[src/rtl/tabling_pkg.sv]
package tabling_pkg;
  localparam int WORD_W    = 36;
  localparam int REL_W     = 18;
  localparam int CNT_W     = WORD_W - REL_W;
  localparam int CBR_W     = 15;
  localparam int CBR_SHIFT = 9;
  localparam int ADDR_W    = CBR_W + CBR_SHIFT;
  localparam int BANK_W    = 9;
  localparam int VEC_W     = BANK_W + 1;
  localparam int IDX_W     = 14;
  localparam int STAT_W    = 17;
  localparam int GAP_W     = WORD_W - 1 - STAT_W - IDX_W;

  typedef struct packed {
    logic              ext;
    logic [STAT_W-1:0] status;
    logic [IDX_W-1:0]  index;
    logic [WORD_W-1:0] acw;
  } evt_t;

  function automatic logic [ADDR_W-1:0] entry_base(input logic [CBR_W-1:0] cbr,
                                                   input logic [WORD_W-1:0] ptr);
    return {cbr, {CBR_SHIFT{1'b0}}} + ADDR_W'(ptr[REL_W-1:0]);
  endfunction

  function automatic logic [WORD_W-1:0] head_word(input evt_t e);
    return {e.ext, (e.ext ? e.status : {STAT_W{1'b0}}), {GAP_W{1'b0}}, e.index};
  endfunction

  function automatic logic [WORD_W-1:0] ptr_step(input logic [WORD_W-1:0] ptr);
    return {ptr[WORD_W-1:REL_W] - CNT_W'(2), ptr[REL_W-1:0] + REL_W'(2)};
  endfunction

  function automatic logic [VEC_W-1:0] full_vector(input int base,
                                                   input logic [BANK_W-1:0] bank);
    return VEC_W'(base) + VEC_W'(bank);
  endfunction
endpackage

[src/rtl/tab_ptr_regs.sv]
module tab_ptr_regs
  import tabling_pkg::*;
(
  input  logic              clk,
  input  logic              rst_n,
  input  logic              load_act,
  input  logic              load_aux,
  input  logic [WORD_W-1:0] wdata,
  input  logic              adv,
  output logic [WORD_W-1:0] act_ptr,
  output logic              swap
);
  logic [WORD_W-1:0] aux_ptr;
  logic [WORD_W-1:0] stepped;

  always_comb begin
    stepped = ptr_step(act_ptr);
    swap    = adv && (stepped[WORD_W-1:REL_W] == '0);
  end

  always_ff @(posedge clk) begin
    if (!rst_n) begin
      act_ptr <= '0;
      aux_ptr <= '0;
    end else begin
      if (load_aux) aux_ptr <= wdata;
      if (load_act)  act_ptr <= wdata;
      else if (swap) act_ptr <= aux_ptr;
      else if (adv)  act_ptr <= stepped;
    end
  end

  // only a software load may change the auxiliary pointer
  p_aux_hold_r7: assert property (@(posedge clk) disable iff (!rst_n)
    !load_aux |=> $stable(aux_ptr));
  // an exhausting entry installs the auxiliary pointer
  p_swap_r6: assert property (@(posedge clk) disable iff (!rst_n)
    (swap && !load_act) |=> act_ptr == $past(aux_ptr));
  // the address field moves up by two per entry
  p_adv_r5: assert property (@(posedge clk) disable iff (!rst_n)
    (adv && !swap && !load_act) |=> act_ptr[REL_W-1:0] == $past(act_ptr[REL_W-1:0]) + REL_W'(2));
endmodule

[src/rtl/tab_activity.sv]
module tab_activity (
  input  logic clk,
  input  logic rst_n,
  input  logic evt,
  input  logic immediate,
  input  logic clear,
  output logic pulse,
  output logic flag
);
  always_ff @(posedge clk) begin
    if (!rst_n) begin
      pulse <= 1'b0;
      flag  <= 1'b0;
    end else begin
      pulse <= evt && immediate;
      if (clear)                   flag <= 1'b0;
      else if (evt && !immediate)  flag <= 1'b1;
    end
  end

  // a clear request always wins
  p_clear_wins_r9: assert property (@(posedge clk) disable iff (!rst_n)
    clear |=> !flag);
  // immediate mode does not raise the flag
  p_imm_no_flag_r8: assert property (@(posedge clk) disable iff (!rst_n)
    (evt && immediate && !flag) |=> !flag);
  // pulses only come from immediate mode
  p_pulse_mode_r8: assert property (@(posedge clk) disable iff (!rst_n)
    pulse |-> $past(immediate));
endmodule

[src/rtl/irq_table_engine.sv]
module irq_table_engine
  import tabling_pkg::*;
#(
  parameter int VEC_BASE = 150
) (
  input  logic              clk,
  input  logic              rst_n,
  input  logic              load_act,
  input  logic              load_aux,
  input  logic [WORD_W-1:0] ptr_wdata,
  input  logic [CBR_W-1:0]  chain_base,
  input  logic [BANK_W-1:0] bank_sel,
  input  logic              trig_valid,
  input  logic              trig_ext,
  input  logic [STAT_W-1:0] trig_status,
  input  logic [IDX_W-1:0]  trig_index,
  input  logic [WORD_W-1:0] trig_acw,
  output logic              trig_busy,
  output logic              mem_req,
  output logic [ADDR_W-1:0] mem_addr,
  output logic [WORD_W-1:0] mem_wdata,
  input  logic              mem_ack,
  output logic              full_irq,
  output logic [VEC_W-1:0]  full_vec,
  input  logic              act_immediate,
  output logic              act_pulse,
  output logic              act_flag,
  input  logic              act_clear
);
  typedef enum logic [1:0] {S_IDLE, S_HEAD, S_TAIL} st_t;

  st_t               state;
  evt_t              cur, pend, incoming;
  logic              pend_valid;
  logic [WORD_W-1:0] act_ptr;
  logic              swap;
  logic              entry_done;
  logic              head_accept;
  logic [ADDR_W-1:0] base_addr;

  assign incoming = '{ext: trig_ext, status: trig_status, index: trig_index, acw: trig_acw};
  assign trig_busy = pend_valid;

  always_comb begin
    base_addr   = entry_base(chain_base, act_ptr);
    mem_req     = (state != S_IDLE);
    mem_addr    = base_addr + ADDR_W'(state == S_TAIL);
    mem_wdata   = (state == S_TAIL) ? cur.acw : head_word(cur);
    head_accept = (state == S_HEAD) && mem_ack;
    entry_done  = (head_accept && !cur.ext) || ((state == S_TAIL) && mem_ack);
  end

  always_ff @(posedge clk) begin
    if (!rst_n) begin
      state      <= S_IDLE;
      cur        <= '0;
      pend       <= '0;
      pend_valid <= 1'b0;
    end else begin
      case (state)
        S_IDLE: begin
          if (pend_valid) begin
            cur        <= pend;
            pend_valid <= 1'b0;
            state      <= S_HEAD;
          end else if (trig_valid) begin
            cur   <= incoming;
            state <= S_HEAD;
          end
        end
        S_HEAD: if (mem_ack) state <= cur.ext ? S_TAIL : S_IDLE;
        default: if (mem_ack) state <= S_IDLE;
      endcase
      if (state != S_IDLE && trig_valid && !pend_valid) begin
        pend       <= incoming;
        pend_valid <= 1'b1;
      end
    end
  end

  always_ff @(posedge clk) begin
    if (!rst_n) begin
      full_irq <= 1'b0;
      full_vec <= '0;
    end else begin
      full_irq <= swap;
      if (swap) full_vec <= full_vector(VEC_BASE, bank_sel);
    end
  end

  tab_ptr_regs u_ptr (
    .clk(clk), .rst_n(rst_n), .load_act(load_act), .load_aux(load_aux),
    .wdata(ptr_wdata), .adv(entry_done), .act_ptr(act_ptr), .swap(swap)
  );

  tab_activity u_act (
    .clk(clk), .rst_n(rst_n), .evt(entry_done), .immediate(act_immediate),
    .clear(act_clear), .pulse(act_pulse), .flag(act_flag)
  );

  // a stalled request keeps its address and data
  p_req_hold_r11: assert property (@(posedge clk) disable iff (!rst_n)
    (mem_req && !mem_ack) |=> mem_req && $stable(mem_addr) && $stable(mem_wdata));
  // an idle, empty engine starts writing one cycle after an event
  p_start_r1: assert property (@(posedge clk) disable iff (!rst_n)
    (!mem_req && !trig_busy && trig_valid) |=> mem_req);
  // the vector carries the bank offset
  p_full_vec_r6: assert property (@(posedge clk) disable iff (!rst_n)
    full_irq |-> full_vec == VEC_W'(VEC_BASE) + VEC_W'($past(bank_sel)));
  // a full pending slot blocks until it drains
  p_busy_hold_r10: assert property (@(posedge clk) disable iff (!rst_n)
    (trig_busy && mem_req) |=> trig_busy);
endmodule

[config.mk]
export PLATFORM = sky130hd
export DESIGN_NAME = irq_table_engine
export DESIGN_NICKNAME = d
export VERILOG_FILES = /design/src/rtl/tabling_pkg.sv /design/src/rtl/tab_ptr_regs.sv /design/src/rtl/tab_activity.sv /design/src/rtl/irq_table_engine.sv
export SDC_FILE = /design/constraint.sdc
export NUM_CORES = 1
export LEC_CHECK = 0
export BUFFER_PORTS_ARGS = -buffer_cell sky130_fd_sc_hd__buf_2
export CAP_MARGIN = 20
export CORE_ASPECT_RATIO = 0.9
export CORE_MARGIN = 4
export CORE_UTILIZATION = 56
export CTS_CLUSTER_DIAMETER = 200
export DETAILED_ROUTE_END_ITERATION = 10
export GPL_TIMING_DRIVEN = 1
export PLACE_DENSITY = 0.9
export SETUP_SLACK_MARGIN = 0.05
export SLEW_MARGIN = 20
export SYNTH_ARGS = -nofsm -noshare
export SYNTH_HDL_FRONTEND = slang
export SYNTH_SLANG_ARGS = --single-unit
[constraint.sdc]
create_clock -name clk -period 4.65 [get_ports clk]
set_clock_uncertainty 0.15 [all_clocks]
set_input_delay 1.1625 -clock clk [delete_from_list [all_inputs] [get_ports clk]]
set_output_delay 1.1625 -clock clk [all_outputs]
set_load 0.1 [all_outputs]
==> results of run 1 <==
## worst paths after layout
check | to | slack [ns]
setup / recovery | mem_addr[20] | 0.19
hold / removal | pend[22]$_SDFFE_PN0P_ | 0.30
setup reg to reg | u_ptr.act_ptr[25]$_SDFFE_PN0N_ | 0.98
hold reg to reg | pend[22]$_SDFFE_PN0P_ | 0.30
## layer usage
layer	wire [um]	track usage
met3	2800	0.0511
met4	1410	0.124
met1	13600	0.383
met5	53	0
met2	14000	0.411
## flip-flops by register name (all words and copies together), names as in the netlist, 2 cells and up
register	cells
u_ptr.aux_ptr	36
cur	68
u_ptr.act_ptr	36
pend	68
full_vec	10
state	2
## area by class of cell
class | count | area, um^2
fillers | 1493 | 5770
well taps | 250 | 313
repair buffers | 234 | 1690
clock buffers | 37 | 679
multi-input cells | 1022 | 6340
flip-flops and latches | 224 | 4490
inverters | 18 | 72.6
diodes | 5 | 12.5
clock inverters | 5 | 36.3
## placed cells by master, fill, tap and decap left out, types with 6 or more instances in the layout
master,n
a211oi_1,70
a21oi_1,113
a22o_1,7
a31oi_1,9
and2_1,7
and3_1,7
buf_12,31
buf_2,180
buf_4,23
clkbuf_1,10
clkbuf_16,24
dfxtp_1,223
ha_1,14
inv_1,17
mux2i_1,107
nand2_1,278
nand3_1,48
nand4_1,10
nor2_1,137
nor3_1,22
o211ai_1,9
o21ai_0,25
o21ai_1,9
o31ai_2,7
xnor2_1,26
xnor2_2,6
xor2_1,15
## worst register-to-register path: stages (launching register included)
cell and delay, ns:
dfxtp_1 0.54, nor3b_1 0.58, o21ai_1 0.29, nor2_1 0.49, nand2_1 0.60, nor3_4 0.71, a22o_2 0.25
## per-stage QoR
stage,power [W],instance area [um^2],TNS [ns],setup slack [ns]
5_1_grt,0.00528,13600,0,0.0570
3_3_place_gp,0.00332,12900,0,0.0780
2_1_floorplan,0.00300,11400,-0.820,-0.244
6_report,0.00509,13600,0,0.191
3_5_place_dp,0.00335,12900,-0.0863,-0.0429
4_1_cts,0.00510,13600,0,0.122
## report_power, final
| group | internal, W | total (W) | switching [W] |
|---|---|---|---|
| clock network | 0.00100 | 0.00177 | 0.000765 |
| logic | 0.000391 | 0.00118 | 0.000785 |
| registers | 0.00205 | 0.00215 | 0.000104 |
| total | 0.00344 | 0.00509 | 0.00165 |
## cell families (layout without fill, tap and decap cells)
logic type               Yosys count  count (layout)  synth area share
AO/OA/AOI/OAI                    292             292             0.172
XOR/XNOR                          55              55            0.0437
adder cells (fa/ha/maj)           14              14            0.0157
buffers and inverters            127             294            0.0530
flip-flops                       224             224             0.401
multiplexers                     108             108            0.0967
other                              0               5                 0
AND/OR/NAND/NOR                  553             553             0.218
## timing repair
| action | 4_1_cts | 5_1_grt |
|---|---|---|
| setup endpoints to repair | 3 | 3 |
| buffers inserted | 0 | 0 |
| pin swaps | 0 | 0 |
| gates resized for setup | 2 | 3 |
==> impl_metrics.py, run 1 <==
metrics = {
    "sta": {
        "fin_crit_ns": 4.46,
        "relSlewSlack": 0.339,
        "timing.final.crit_share": 0.959,
        "hold_viol_final": 0,
        "slew_viol_final": 0,
        "setup_viol": 0,
        "rsz0062_at_grt": "false",
        "holdWs_ns": 0.302,
        "fmax_mhz": 224,
        "tightest_slew_ns": 0.992,
    },
    "drt": {
        "via_count": 10500,
        "ant_nets": 0,
        "firstDrtPassIters": 5,
        "viasPerCell": 5.88,
        "drc": 0,
        "drtIter0Drc": 927,
        "wirelength_um": 31900,
        "wire_per_inst_um": 17.8,
    },
    "placement": {
        "dp_hpwl_um": 22100,
        "place_inst": 1748,
        "place_congestion": 0.927,
        "io_buffers": 210,
    },
    "worst_setup_path": {
        "crit_fanout": 3,
        "slowest_delay_ns": 0.37,
        "cp.arrival_ns": 3.15,
        "path_buf_inv": 3,
        "end_kind": "output pin",
        "reg2regPathDepth": 6,
        "cp-start-kind": "input port",
        "cp_cell_sequence": "buf_2, ha_1, nand3_1, nor4_2, o311ai_2, a21boi_1, o211ai_1, buf_4, xnor2_4, buf_12",
        "reg2reg_from": "cur[67]$_SDFFE_PN0P_",
        "critPathRequiredTime_ns": 3.34,
        "worst-path-stages": 10,
        "slowest_stage": "nor4_2",
        "path_class": "in2out",
        "cp_top_family": "compound AO/OA/AOI/OAI gates",
        "critPathLaunch": "chain_base[1]",
    },
    "clocking": {
        "htree_levels": 1,
        "clk_latency_ns": 0.51,
        "cts_tree": "yes",
        "cts_buffers": 24,
        "clk_pin_slew_ns": 0.06,
        "cts_hold_buf": 0,
        "cts_num_sinks": 224,
        "cts_root_buf": "clkbuf_16",
        "cts_buffer_depth": 3,
    },
    "synth": {
        "postSynthAreaPerCell_um2": 8.15,
        "post-synth-top-area-cell": "dfxtp_1",
        "synthArstFlopShare": 0,
        "netlist_top_cells_count": "278 x nand2_1, 224 x dfxtp_1, 138 x nor2_1",
        "synth_top_area_share": 0.401,
        "syn-cell-area_um2": 11200,
        "synthFlopType": "dfxtp_1",
        "yosys_warnings": 0,
        "synthTopCellsByArea": "dfxtp_1 40%, mux2i_1 9.6%, nand2_1 9.3%",
        "synth.net_count": 1523,
        "synth-edff-count": 0,
        "ys_ff_latch": 224,
        "netlist_instances": 1373,
        "yosysSeqAreaShare": 0.401,
        "ys_types": 72,
        "yosysMostFrequentCell": "nand2_1",
    },
    "outcome": {
        "run_status": "complete, no violations",
    },
    "global_routing": {
        "grt_pass1_vias": 9835,
        "grt_max_degree": 89,
        "antenna_found_initial": 9,
        "grt_pass1_wl_um": 50400,
        "grt_overflow": 0,
        "track_usage": 0.273,
    },
    "layout": {
        "nets": 1674,
        "area_growth_pct": 21.8,
        "fin_cells": 1795,
        "drive_gt1_frac": 0.208,
        "postLayoutCoreUtil": 0.703,
    },
    "die": {
        "boundaryPins": 211,
        "start_util": 0.577,
        "die_area_um2": 22300,
        "dieHeight_um": 142,
        "die_x_um": 157,
        "core_area_um2": 19400,
        "rows": 48,
    },
    "run": {
        "max_cap_viol_count": 0,
    },
    "power": {
        "leakagePower_nw": 5.61,
        "ir_drop_mv": 0.305,
        "powerDensity_nw_per_um2": 374,
    },
    "hold_path": {
        "hold_class": "reg2reg",
        "hold_path_depth": 2,
        "hp-start": "pend[22]$_SDFFE_PN0P_",
    },
}
(Power assumes the default switching activity.)
==> inputs of run 2 (changes only) <==
GPL_TIMING_DRIVEN = not set   (was 1)
clock period = 5.1 ns   (was 4.65 ns; I/O delays follow)
==> run 2 against run 1 <==
Net effect:
- cell count down 0.28%
- wire length up 0.45%
- final area down 1.3%
- sequential share of layout area up 0.45 points
- largest cell class unchanged
- highest routed layer unchanged
==> impl_metrics.py, run 2 (synthesis gave the netlist of run 1 again) <==
metrics = {
    "worst_setup_path": {
        "end_kind": "output pin",
        "slowest_delay_ns": 0.41,
        "reg2reg_from": "cur[67]$_SDFFE_PN0P_",
        "reg2regPathDepth": 7,
        "cp_cell_sequence": "buf_2, ha_1, nand3_1, nor4_1, o311ai_1, a21boi_0, buf_4, o211ai_1, xnor2_2, buf_12",
        "slowest_stage": "nor4_1",
        "critPathRequiredTime_ns": 3.67,
        "rr_endpoint": "u_ptr.act_ptr[31]$_SDFFE_PN0N_",
        "cp-start-kind": "input port",
        "cp.arrival_ns": 3.48,
        "rrSetupSlack_ns": 1.38,
        "path_class": "in2out",
        "crit_fanout": 4,
    },
    "drt": {
        "wire_per_inst_um": 17.9,
        "viasPerCell": 5.87,
        "ant_nets": 0,
        "firstDrtPassIters": 5,
        "wirelength_um": 32000,
        "drc": 0,
        "via_count": 10500,
        "drtIter0Drc": 967,
    },
    "global_routing": {
        "grt_pass1_wl_um": 51000,
        "antenna_found_initial": 8,
        "grt_max_degree": 202,
        "track_usage": 0.276,
        "grt_pass1_vias": 9933,
        "grt_overflow": 0,
    },
    "sta": {
        "hold_viol_final": 0,
        "worst_slack_ns": 0.193,
        "fmax_mhz": 204,
        "timing.final.crit_share": 0.962,
        "relSlewSlack": 0.405,
        "tightest_slew_ns": 0.892,
        "fin_crit_ns": 4.91,
        "rsz0062_at_grt": "false",
        "setup_viol": 0,
        "slew_viol_final": 0,
        "holdWs_ns": 0.303,
    },
    "die": {
        "dieHeight_um": 142,
        "core_area_um2": 19400,
        "die_area_um2": 22300,
        "boundaryPins": 211,
        "die_x_um": 157,
        "start_util": 0.577,
        "rows": 48,
    },
    "placement": {
        "dp_slack_ns": 0.104,
        "io_buffers": 210,
        "dp_hpwl_um": 21700,
        "place_inst": 1737,
        "dpl_cell_area_um2": 12600,
        "place_congestion": 0.849,
    },
    "clocking": {
        "cts_num_sinks": 224,
        "post_cts_buffers": 0,
        "htree_levels": 1,
        "cts_root_buf": "clkbuf_16",
        "cts_buffer_depth": 3,
        "cts_buffers": 25,
        "clk_latency_ns": 0.51,
        "clk_pin_slew_ns": 0.06,
        "cts_tree": "yes",
    },
    "power": {
        "pwr-share-clk": 0.366,
        "ir_drop_mv": 0.326,
        "seqPwrFrac": 0.413,
        "powerDensity_nw_per_um2": 352,
        "intPower_w": 0.00322,
        "p_comb_frac": 0.221,
        "leakagePower_nw": 5.56,
        "p_sw_w": 0.00152,
        "swShare": 0.321,
    },
    "run": {
        "max_cap_viol_count": 0,
    },
    "layout": {
        "area_growth_pct": 20.2,
        "reg_top3": "cur (68), pend (68)",
        "final_cell_mix": "278 x nand2_1, 223 x dfxtp_1, 185 x buf_2",
        "final_area_um2": 13400,
        "drive_gt1_frac": 0.203,
        "final_common_cell": "nand2_1",
        "nets": 1664,
        "fin_cells": 1790,
    },
    "hold_path": {
        "hold_class": "reg2reg",
        "hold_path_depth": 2,
        "hold_end": "pend[53]$_SDFFE_PN0P_",
        "hp-start": "pend[53]$_SDFFE_PN0P_",
    },
    "outcome": {
        "run_status": "complete, no violations",
    },
}
==> run 2: worst max path at each step <==
stage | endpoint | start
floorplan | mem_addr[15] | chain_base[1]
global placement | mem_addr[22] | chain_base[1]
detailed placement | mem_addr[20] | chain_base[1]
CTS | mem_addr[20] | chain_base[1]
global route | mem_addr[20] | chain_base[1]
finish | mem_addr[20] | chain_base[1]
==> run 2: critical path: cells and delay by family <==
family          cells  cell delay [ns]
compound gates      3             0.59
xor+xnor            1             0.22
fa+ha+maj           1             0.37
buf+inv             3             0.49
simple gates        2             0.54
==> run 2: cell type report <==
type                    count  area, um^2
diodes                      8        20.0
clock buffers              36         707
clock inverters             9        86.3
fillers                  1519        5950
inverters                  18        72.6
multi-input cells        1022        6240
flip-flops and latches    224        4490
well taps                 250         313
repair buffers            223        1520
==> run 2: stage by stage <==
step | TNS, ns | utilization | total power, W
2_1_floorplan | -0.0420 | - | 0.00273
3_3_place_gp | 0 | 0.651 | 0.00300
3_5_place_dp | 0 | 0.651 | 0.00303
4_1_cts | 0 | 0.692 | 0.00475
5_1_grt | 0 | 0.693 | 0.00493
6_report | 0 | 0.693 | 0.00474
==> run 2: per-layer routing <==
| metal | vias to the layer above | track usage | wire length, um |
|---|---|---|---|
| met5 | - | 0 | 13 |
| met1 | 4908 | 0.380 | 13600 |
| met4 | 2 | 0.116 | 1290 |
| met3 | 89 | 0.0496 | 2750 |
| met2 | 458 | 0.431 | 14400 |
| li1 | 5055 | - | - |
==> run 2: repair_timing <==
| item | 4_1_cts | 5_1_grt |
|---|---|---|
| gates resized for setup | 0 | 2 |
| setup endpoints to repair | 0 | 2 |
| hold buffers | 0 | 0 |
==> run 2: power by group through the flow <==
stage | clock (W) | combinational [W] | sequential [W]
after global routing | 0.00183 | 0.00112 | 0.00197
final | 0.00174 | 0.00105 | 0.00196
after CTS | 0.00176 | 0.00104 | 0.00196
after detailed placement | 0 | 0.00104 | 0.00199
after floorplan | 0 | 0.000773 | 0.00196
after global placement | 0 | 0.00102 | 0.00199
